===== config.mk =====
export PLATFORM = sky130hd
export DESIGN_NAME = burst_fill_ctrl
export DESIGN_NICKNAME = d
export VERILOG_FILES = /design/src/rtl/burst_fill_pkg.sv /design/src/rtl/burst_beat_ctr.sv /design/src/rtl/burst_fsm.sv /design/src/rtl/burst_evt_regs.sv /design/src/rtl/burst_fill_ctrl.sv
export SDC_FILE = /design/constraint.sdc
export NUM_CORES = 1
export LEC_CHECK = 0
export BUFFER_PORTS_ARGS = -buffer_cell sky130_fd_sc_hd__buf_2
export CAP_MARGIN = 10
export CORE_AREA = 2 2 39 41
export DETAILED_ROUTE_END_ITERATION = 10
export DIE_AREA = 0 0 41 43
export MAX_ROUTING_LAYER = met4
export PLACE_DENSITY = 0.55
export SYNTH_ARGS = -nofsm -noshare
export SYNTH_HDL_FRONTEND = slang
export SYNTH_SLANG_ARGS = --single-unit

===== constraint.sdc =====
create_clock -name clk_i -period 1.3 [get_ports clk_i]
set_clock_uncertainty 0.05 [all_clocks]
set_input_delay 0 -clock clk_i [delete_from_list [all_inputs] [get_ports clk_i]]
set_output_delay 0 -clock clk_i [all_outputs]
set_load 0.01 [all_outputs]

===== src/rtl/burst_fill_pkg.sv =====
package burst_fill_pkg;
  typedef enum logic [1:0] {
    ST_IDLE  = 2'd0,
    ST_BEAT  = 2'd1,
    ST_RETRY = 2'd2,
    ST_HALT  = 2'd3
  } fill_state_e;
endpackage


===== src/rtl/burst_beat_ctr.sv =====
module burst_beat_ctr #(
  parameter int unsigned BEATS = 4,
  localparam int unsigned BW = (BEATS > 1) ? $clog2(BEATS) : 1
) (
  input  logic          clk_i,
  input  logic          rst_ni,
  input  logic          clr_i,
  input  logic          inc_i,
  output logic [BW-1:0] beat_o,
  output logic          first_o,
  output logic          last_o
);
  localparam logic [BW-1:0] LAST_BEAT = BW'(BEATS - 1);

  logic [BW-1:0] beat_q, beat_d;

  generate
    if ((1 << BW) == BEATS) begin : g_pow2
      always_comb beat_d = beat_q + 1'b1;
    end else begin : g_npow2
      always_comb beat_d = (beat_q == LAST_BEAT) ? '0 : beat_q + 1'b1;
    end
  endgenerate

  always_ff @(posedge clk_i or negedge rst_ni) begin
    if (!rst_ni)    beat_q <= '0;
    else if (clr_i) beat_q <= '0;
    else if (inc_i) beat_q <= beat_d;
  end

  assign beat_o  = beat_q;
  assign first_o = (beat_q == '0);
  assign last_o  = (beat_q == LAST_BEAT);

  // sequencer must close the burst instead of stepping past the last beat
  p_no_inc_past_last_r2: assert property (@(posedge clk_i) disable iff (!rst_ni)
    inc_i |-> !last_o);
  p_clr_inc_excl_r4: assert property (@(posedge clk_i) disable iff (!rst_ni)
    !(clr_i && inc_i));
endmodule


===== src/rtl/burst_fsm.sv =====
module burst_fsm
  import burst_fill_pkg::*;
(
  input  logic        clk_i,
  input  logic        rst_ni,
  input  logic        start_i,
  input  logic        ack_i,
  input  logic        berr_i,
  input  logic        halt_i,
  input  logic        first_i,
  input  logic        last_i,
  output fill_state_e state_o,
  output logic        ctr_clr_o,
  output logic        ctr_inc_o,
  output logic        retry_stb_o,
  output logic        halt_set_o,
  output logic        halt_clr_o,
  output logic        berr_stb_o,
  output logic        done_stb_o
);
  fill_state_e state_q, state_d;

  always_comb begin
    state_d     = state_q;
    ctr_clr_o   = 1'b0;
    ctr_inc_o   = 1'b0;
    retry_stb_o = 1'b0;
    halt_set_o  = 1'b0;
    halt_clr_o  = 1'b0;
    berr_stb_o  = 1'b0;
    done_stb_o  = 1'b0;
    unique case (state_q)
      ST_IDLE: begin
        if (start_i) begin
          state_d   = ST_BEAT;
          ctr_clr_o = 1'b1;
        end
      end
      ST_BEAT: begin
        if (berr_i && halt_i) begin
          if (first_i) begin
            state_d     = ST_RETRY;
            retry_stb_o = 1'b1;
          end else begin
            state_d    = ST_HALT;
            halt_set_o = 1'b1;
          end
        end else if (berr_i) begin
          state_d    = ST_IDLE;
          berr_stb_o = 1'b1;
        end else if (ack_i) begin
          if (last_i) begin
            state_d    = ST_IDLE;
            done_stb_o = 1'b1;
          end else begin
            ctr_inc_o = 1'b1;
          end
        end
      end
      ST_RETRY: begin
        if (!halt_i) begin
          state_d   = ST_BEAT;
          ctr_clr_o = 1'b1;
        end
      end
      ST_HALT: begin
        if (!halt_i) begin
          state_d    = ST_IDLE;
          halt_clr_o = 1'b1;
          berr_stb_o = 1'b1;
        end
      end
      default: state_d = ST_IDLE;
    endcase
  end

  always_ff @(posedge clk_i or negedge rst_ni) begin
    if (!rst_ni) state_q <= ST_IDLE;
    else         state_q <= state_d;
  end

  assign state_o = state_q;

  p_halt_only_later_r5: assert property (@(posedge clk_i) disable iff (!rst_ni)
    halt_set_o |-> !first_i);
  p_retry_only_first_r3: assert property (@(posedge clk_i) disable iff (!rst_ni)
    retry_stb_o |-> first_i);
endmodule


===== src/rtl/burst_evt_regs.sv =====
module burst_evt_regs (
  input  logic clk_i,
  input  logic rst_ni,
  input  logic retry_stb_i,
  input  logic halt_set_i,
  input  logic halt_clr_i,
  input  logic berr_stb_i,
  input  logic done_stb_i,
  output logic retry_o,
  output logic halted_o,
  output logic berr_req_o,
  output logic fill_done_o
);
  logic retry_q, halted_q, berr_q, done_q;

  always_ff @(posedge clk_i or negedge rst_ni) begin
    if (!rst_ni) begin
      retry_q  <= 1'b0;
      halted_q <= 1'b0;
      berr_q   <= 1'b0;
      done_q   <= 1'b0;
    end else begin
      retry_q <= retry_stb_i;
      berr_q  <= berr_stb_i;
      done_q  <= done_stb_i;
      if (halt_set_i)      halted_q <= 1'b1;
      else if (halt_clr_i) halted_q <= 1'b0;
    end
  end

  assign retry_o     = retry_q;
  assign halted_o    = halted_q;
  assign berr_req_o  = berr_q;
  assign fill_done_o = done_q;

  p_no_berr_while_halted_r6: assert property (@(posedge clk_i) disable iff (!rst_ni)
    halted_q |-> !berr_q);
endmodule


===== src/rtl/burst_fill_ctrl.sv =====
module burst_fill_ctrl
  import burst_fill_pkg::*;
#(
  parameter int unsigned BEATS = 4,
  localparam int unsigned BW = (BEATS > 1) ? $clog2(BEATS) : 1
) (
  input  logic          clk_i,
  input  logic          rst_ni,
  input  logic          fill_start_i,
  input  logic          ack_i,
  input  logic          berr_i,
  input  logic          halt_i,
  output logic          burst_req_o,
  output logic          busy_o,
  output logic [BW-1:0] beat_o,
  output logic          fill_done_o,
  output logic          retry_o,
  output logic          halted_o,
  output logic          berr_req_o
);
  fill_state_e state;
  logic ctr_clr, ctr_inc, first, last;
  logic retry_stb, halt_set, halt_clr, berr_stb, done_stb;

  burst_beat_ctr #(.BEATS(BEATS)) i_ctr (
    .clk_i   (clk_i),
    .rst_ni  (rst_ni),
    .clr_i   (ctr_clr),
    .inc_i   (ctr_inc),
    .beat_o  (beat_o),
    .first_o (first),
    .last_o  (last)
  );

  burst_fsm i_fsm (
    .clk_i       (clk_i),
    .rst_ni      (rst_ni),
    .start_i     (fill_start_i),
    .ack_i       (ack_i),
    .berr_i      (berr_i),
    .halt_i      (halt_i),
    .first_i     (first),
    .last_i      (last),
    .state_o     (state),
    .ctr_clr_o   (ctr_clr),
    .ctr_inc_o   (ctr_inc),
    .retry_stb_o (retry_stb),
    .halt_set_o  (halt_set),
    .halt_clr_o  (halt_clr),
    .berr_stb_o  (berr_stb),
    .done_stb_o  (done_stb)
  );

  burst_evt_regs i_evt (
    .clk_i       (clk_i),
    .rst_ni      (rst_ni),
    .retry_stb_i (retry_stb),
    .halt_set_i  (halt_set),
    .halt_clr_i  (halt_clr),
    .berr_stb_i  (berr_stb),
    .done_stb_i  (done_stb),
    .retry_o     (retry_o),
    .halted_o    (halted_o),
    .berr_req_o  (berr_req_o),
    .fill_done_o (fill_done_o)
  );

  assign burst_req_o = (state == ST_BEAT) && first;
  assign busy_o      = (state != ST_IDLE);

  p_retry_after_pair_r3: assert property (@(posedge clk_i) disable iff (!rst_ni)
    $rose(retry_o) |-> $past(berr_i && halt_i && beat_o == '0));
  p_retry_pulse_r3: assert property (@(posedge clk_i) disable iff (!rst_ni)
    retry_o |=> !retry_o);
  p_halted_no_req_r6: assert property (@(posedge clk_i) disable iff (!rst_ni)
    halted_o |-> (!burst_req_o && busy_o));
  p_release_berr_r7: assert property (@(posedge clk_i) disable iff (!rst_ni)
    $fell(halted_o) |-> (berr_req_o && !busy_o));
  p_berr_pulse_r8: assert property (@(posedge clk_i) disable iff (!rst_ni)
    berr_req_o |=> !berr_req_o);
  p_done_idle_r2: assert property (@(posedge clk_i) disable iff (!rst_ni)
    fill_done_o |-> !busy_o);
endmodule


==> results.txt <==
Status -> complete, no violations
Die width -> 41 µm
Slew headroom -> 82.59%
PwrDens -> 1773 nW/µm²
Vias -> 404
Worst Hold Path Cells -> 3
GP Congestion -> 0.7583
WP data required -> 1.25 ns
Area of the core -> 1384 µm²
Avg Inst Size Synth -> 9.951 µm²
Clock transition at the registers of the reported paths -> 0.05 ns
Tightest Pin Transition -> 0.2611 ns
TritonRoute pass-1 iters -> 4
Worst setup path class -> reg2out
Max FO, Critical Path -> 9
Fin. Hold Viols -> 0
Max cap viols -> 0
Worst Setup End Kind -> primary output
Port Buffer Count -> 13
Total GRT Usage -> 15.03%
Leak -> 0.3013 nW
Tmin final -> 1.278 ns
Initial antenna violation count -> 0
Post-synth EDFFs -> 0
CTS buffer count -> 3
CTS tree -> done
Share of cells above drive strength 1 -> 43.94%
Main synth FF type -> dfrtp_1
Clock sink count -> 8
First-pass GRT wire length -> 1711 µm
Setup slack after layout -> 0.02241 ns
Area growth, synth to finish -> 42.11%
Worst setup SP type -> flip-flop
Hold Crit Class -> in2reg
R2R cell count -> 3
Hold Crit Start -> berr_i
Ys Warns -> 0
Final instance area -> 608.1 µm²
Routed Wire Length -> 1028 µm
Chip height -> 43 µm
Total chip power -> 1.078 mW
R2r startpoint -> i_fsm.state_o[1]
VDD IR-drop max -> 0.0007290 V
IO Count -> 14
Mapped Cells -> 43
Crit Reg-Reg Endpoint -> i_ctr.beat_o[0]
N_diodes -> 0
Cell variety after synth -> 21
Synthesized Nets -> 51
Clock buffer depth -> 2
Via density -> 4.927
Fin nets -> 76
Storage element area -> 201.4 µm²
Tcrit/Tclk final -> 98.28%
Sequential share of the synthesized area -> 46.78%
Die area -> 1763 µm²
H-tree levels -> 1
Unrepaired setup endpoints after global routing -> yes
Area of the mapped netlist -> 427.9 µm²
Starting density of the core -> 30.92%
Clock root buffer -> clkbuf_4
Largest net degree at the start of global routing -> 10
Hold slack -> 0.02771 ns
Vias in the first global route -> 384
Async set or reset register ratio after synthesis -> 100.0%
Hold EP -> i_evt.berr_req_o
Row count -> 14
DR iter-0 viols -> 12
Final Max Tran Viols -> 0
Final setup vio count -> 0
Avg WL per Cell -> 12.54 µm
Multi-input logic area -> 222.7 µm²
Fmax -> 782.7 MHz
DP Wirelength -> 731.9 µm
Fill cells -> 141
Placed Instance Area -> 535.5 µm²
Antenna Nets Post-Route -> 0
R2R Setup Slk -> 0.03 ns
DRC -> 0
Seq cells post-synth -> 8
WP data arrival -> 1.23 ns
Dpl ws -> -0.01806 ns
Worst skew pair latency -> 0.25 ns
GRT overflow -> 0
## layout make-up
| cell class | instances | share of cell area, % |
|---|---|---|
| tap | 16 | 3.292 |
| clock buffer | 3 | 3.704 |
| inverter | 3 | 1.852 |
| sequential | 8 | 33.13 |
| timing repair buffer | 21 | 21.40 |
| multi-input combinational | 31 | 36.63 |
## cell families (layout without fill, tap and decap cells)
logic type / count (synthesis) / count (layout) / share of synthesized area, %
adder cells (fa/ha/maj): 2 / 2 / 5.847
buffers and inverters: 4 / 27 / 3.800
flip-flops: 8 / 8 / 46.78
AND/OR/NAND/NOR: 17 / 17 / 27.19
AO/OA/AOI/OAI: 12 / 12 / 16.37
## state kept, by name (all words and copies together), names as in the netlist
signal             flops
i_ctr.beat_o           2
i_evt.berr_req_o       1
i_evt.fill_done_o      1
i_evt.halted_o         1
i_evt.retry_o          1
i_fsm.state_o          2
## synth_stat cells, drive strengths merged (2+ instances only)
master	instances	area, µm²
o21ai	3	15.01
a21oi	6	30.03
and2	2	12.51
or2b	2	15.01
nor2b	2	12.51
nor2	2	7.510
ha	2	25.02
dfrtp	8	200.2
nand3b	2	15.01
inv	3	11.26
## report_power, final
group | switching (mW) | internal [mW] | total [mW]
logic | 0.236 | 0.251 | 0.487
clock network | 0.0859 | 0.106 | 0.192
registers | 0.0826 | 0.317 | 0.400
total | 0.404 | 0.674 | 1.08
## cell usage in the layout (no fill, tap or decap)
master         instances
buf_2                 13
dfrtp_1                7
buf_4                  6
a21oi_1                5
inv_1                  3
o21ai_0                3
clkbuf_4               3
nor2_1                 2
or2b_1                 2
nor2b_1                2
and2_1                 2
nand3b_1               2
dlygate4sd3_1          2
or2_2                  1
and4bb_2               1
and3_2                 1
nand4bb_1              1
or3_1                  1
nand2b_1               1
a21oi_2                1
a211oi_2               1
o221ai_1               1
a41oi_1                1
nand2_1                1
ha_1                   1
ha_2                   1
dfrtp_2                1
## critical path: stages, from the launching register on
cell and delay [ns]:
dfrtp_1 0.48, nor2b_1 0.21, and2_1 0.15, buf_2 0.13
## through the flow
stage,std cells,util [%],setup TNS (ns)
floorplan,43,-,0
global placement,74,38.70,-0.02585
detailed placement,74,38.70,-0.01806
CTS,79,41.86,0
global route,82,43.94,-0.1856
finish,82,43.94,0
## what timing repair did
action | in CTS | in global routing
resized for setup | 1 | 2
hold endpoints to repair | 9 | 0
hold buffers | 2 | 0
endpoints found under the setup margin | 1 | 4
pin swaps | 0 | 3
buffers inserted | 0 | 3
## metal layers
| layer | vias to the layer above | share of wire (%) | track usage [%] |
|---|---|---|---|
| met3 | 2 | 4.8 | 3.141 |
| met1 | 188 | 46 | 20.07 |
| met2 | 13 | 47 | 19.69 |
| met5 | - | 0 | - |
| met4 | 0 | 2.0 | 10.00 |
| li1 | 201 | - | - |
## how the worst max path moves through the flow
stage	end	startpoint	cells after the start	slack [ns]
6_report	burst_req_o	i_fsm.state_o[0]	3	0.02
5_1_grt	i_fsm.state_o[0]	i_ctr.beat_o[1]	4	-0.08
4_1_cts	i_ctr.beat_o[0]	i_fsm.state_o[1]	3	0.001
3_5_place_dp	i_ctr.beat_o[0]	i_fsm.state_o[1]	3	-0.02
3_3_place_gp	i_ctr.beat_o[0]	i_fsm.state_o[1]	3	-0.03
2_1_floorplan	i_ctr.beat_o[0]	i_ctr.beat_o[0]	3	0.03
No activity file was read; power rests on OpenSTA's default activity.
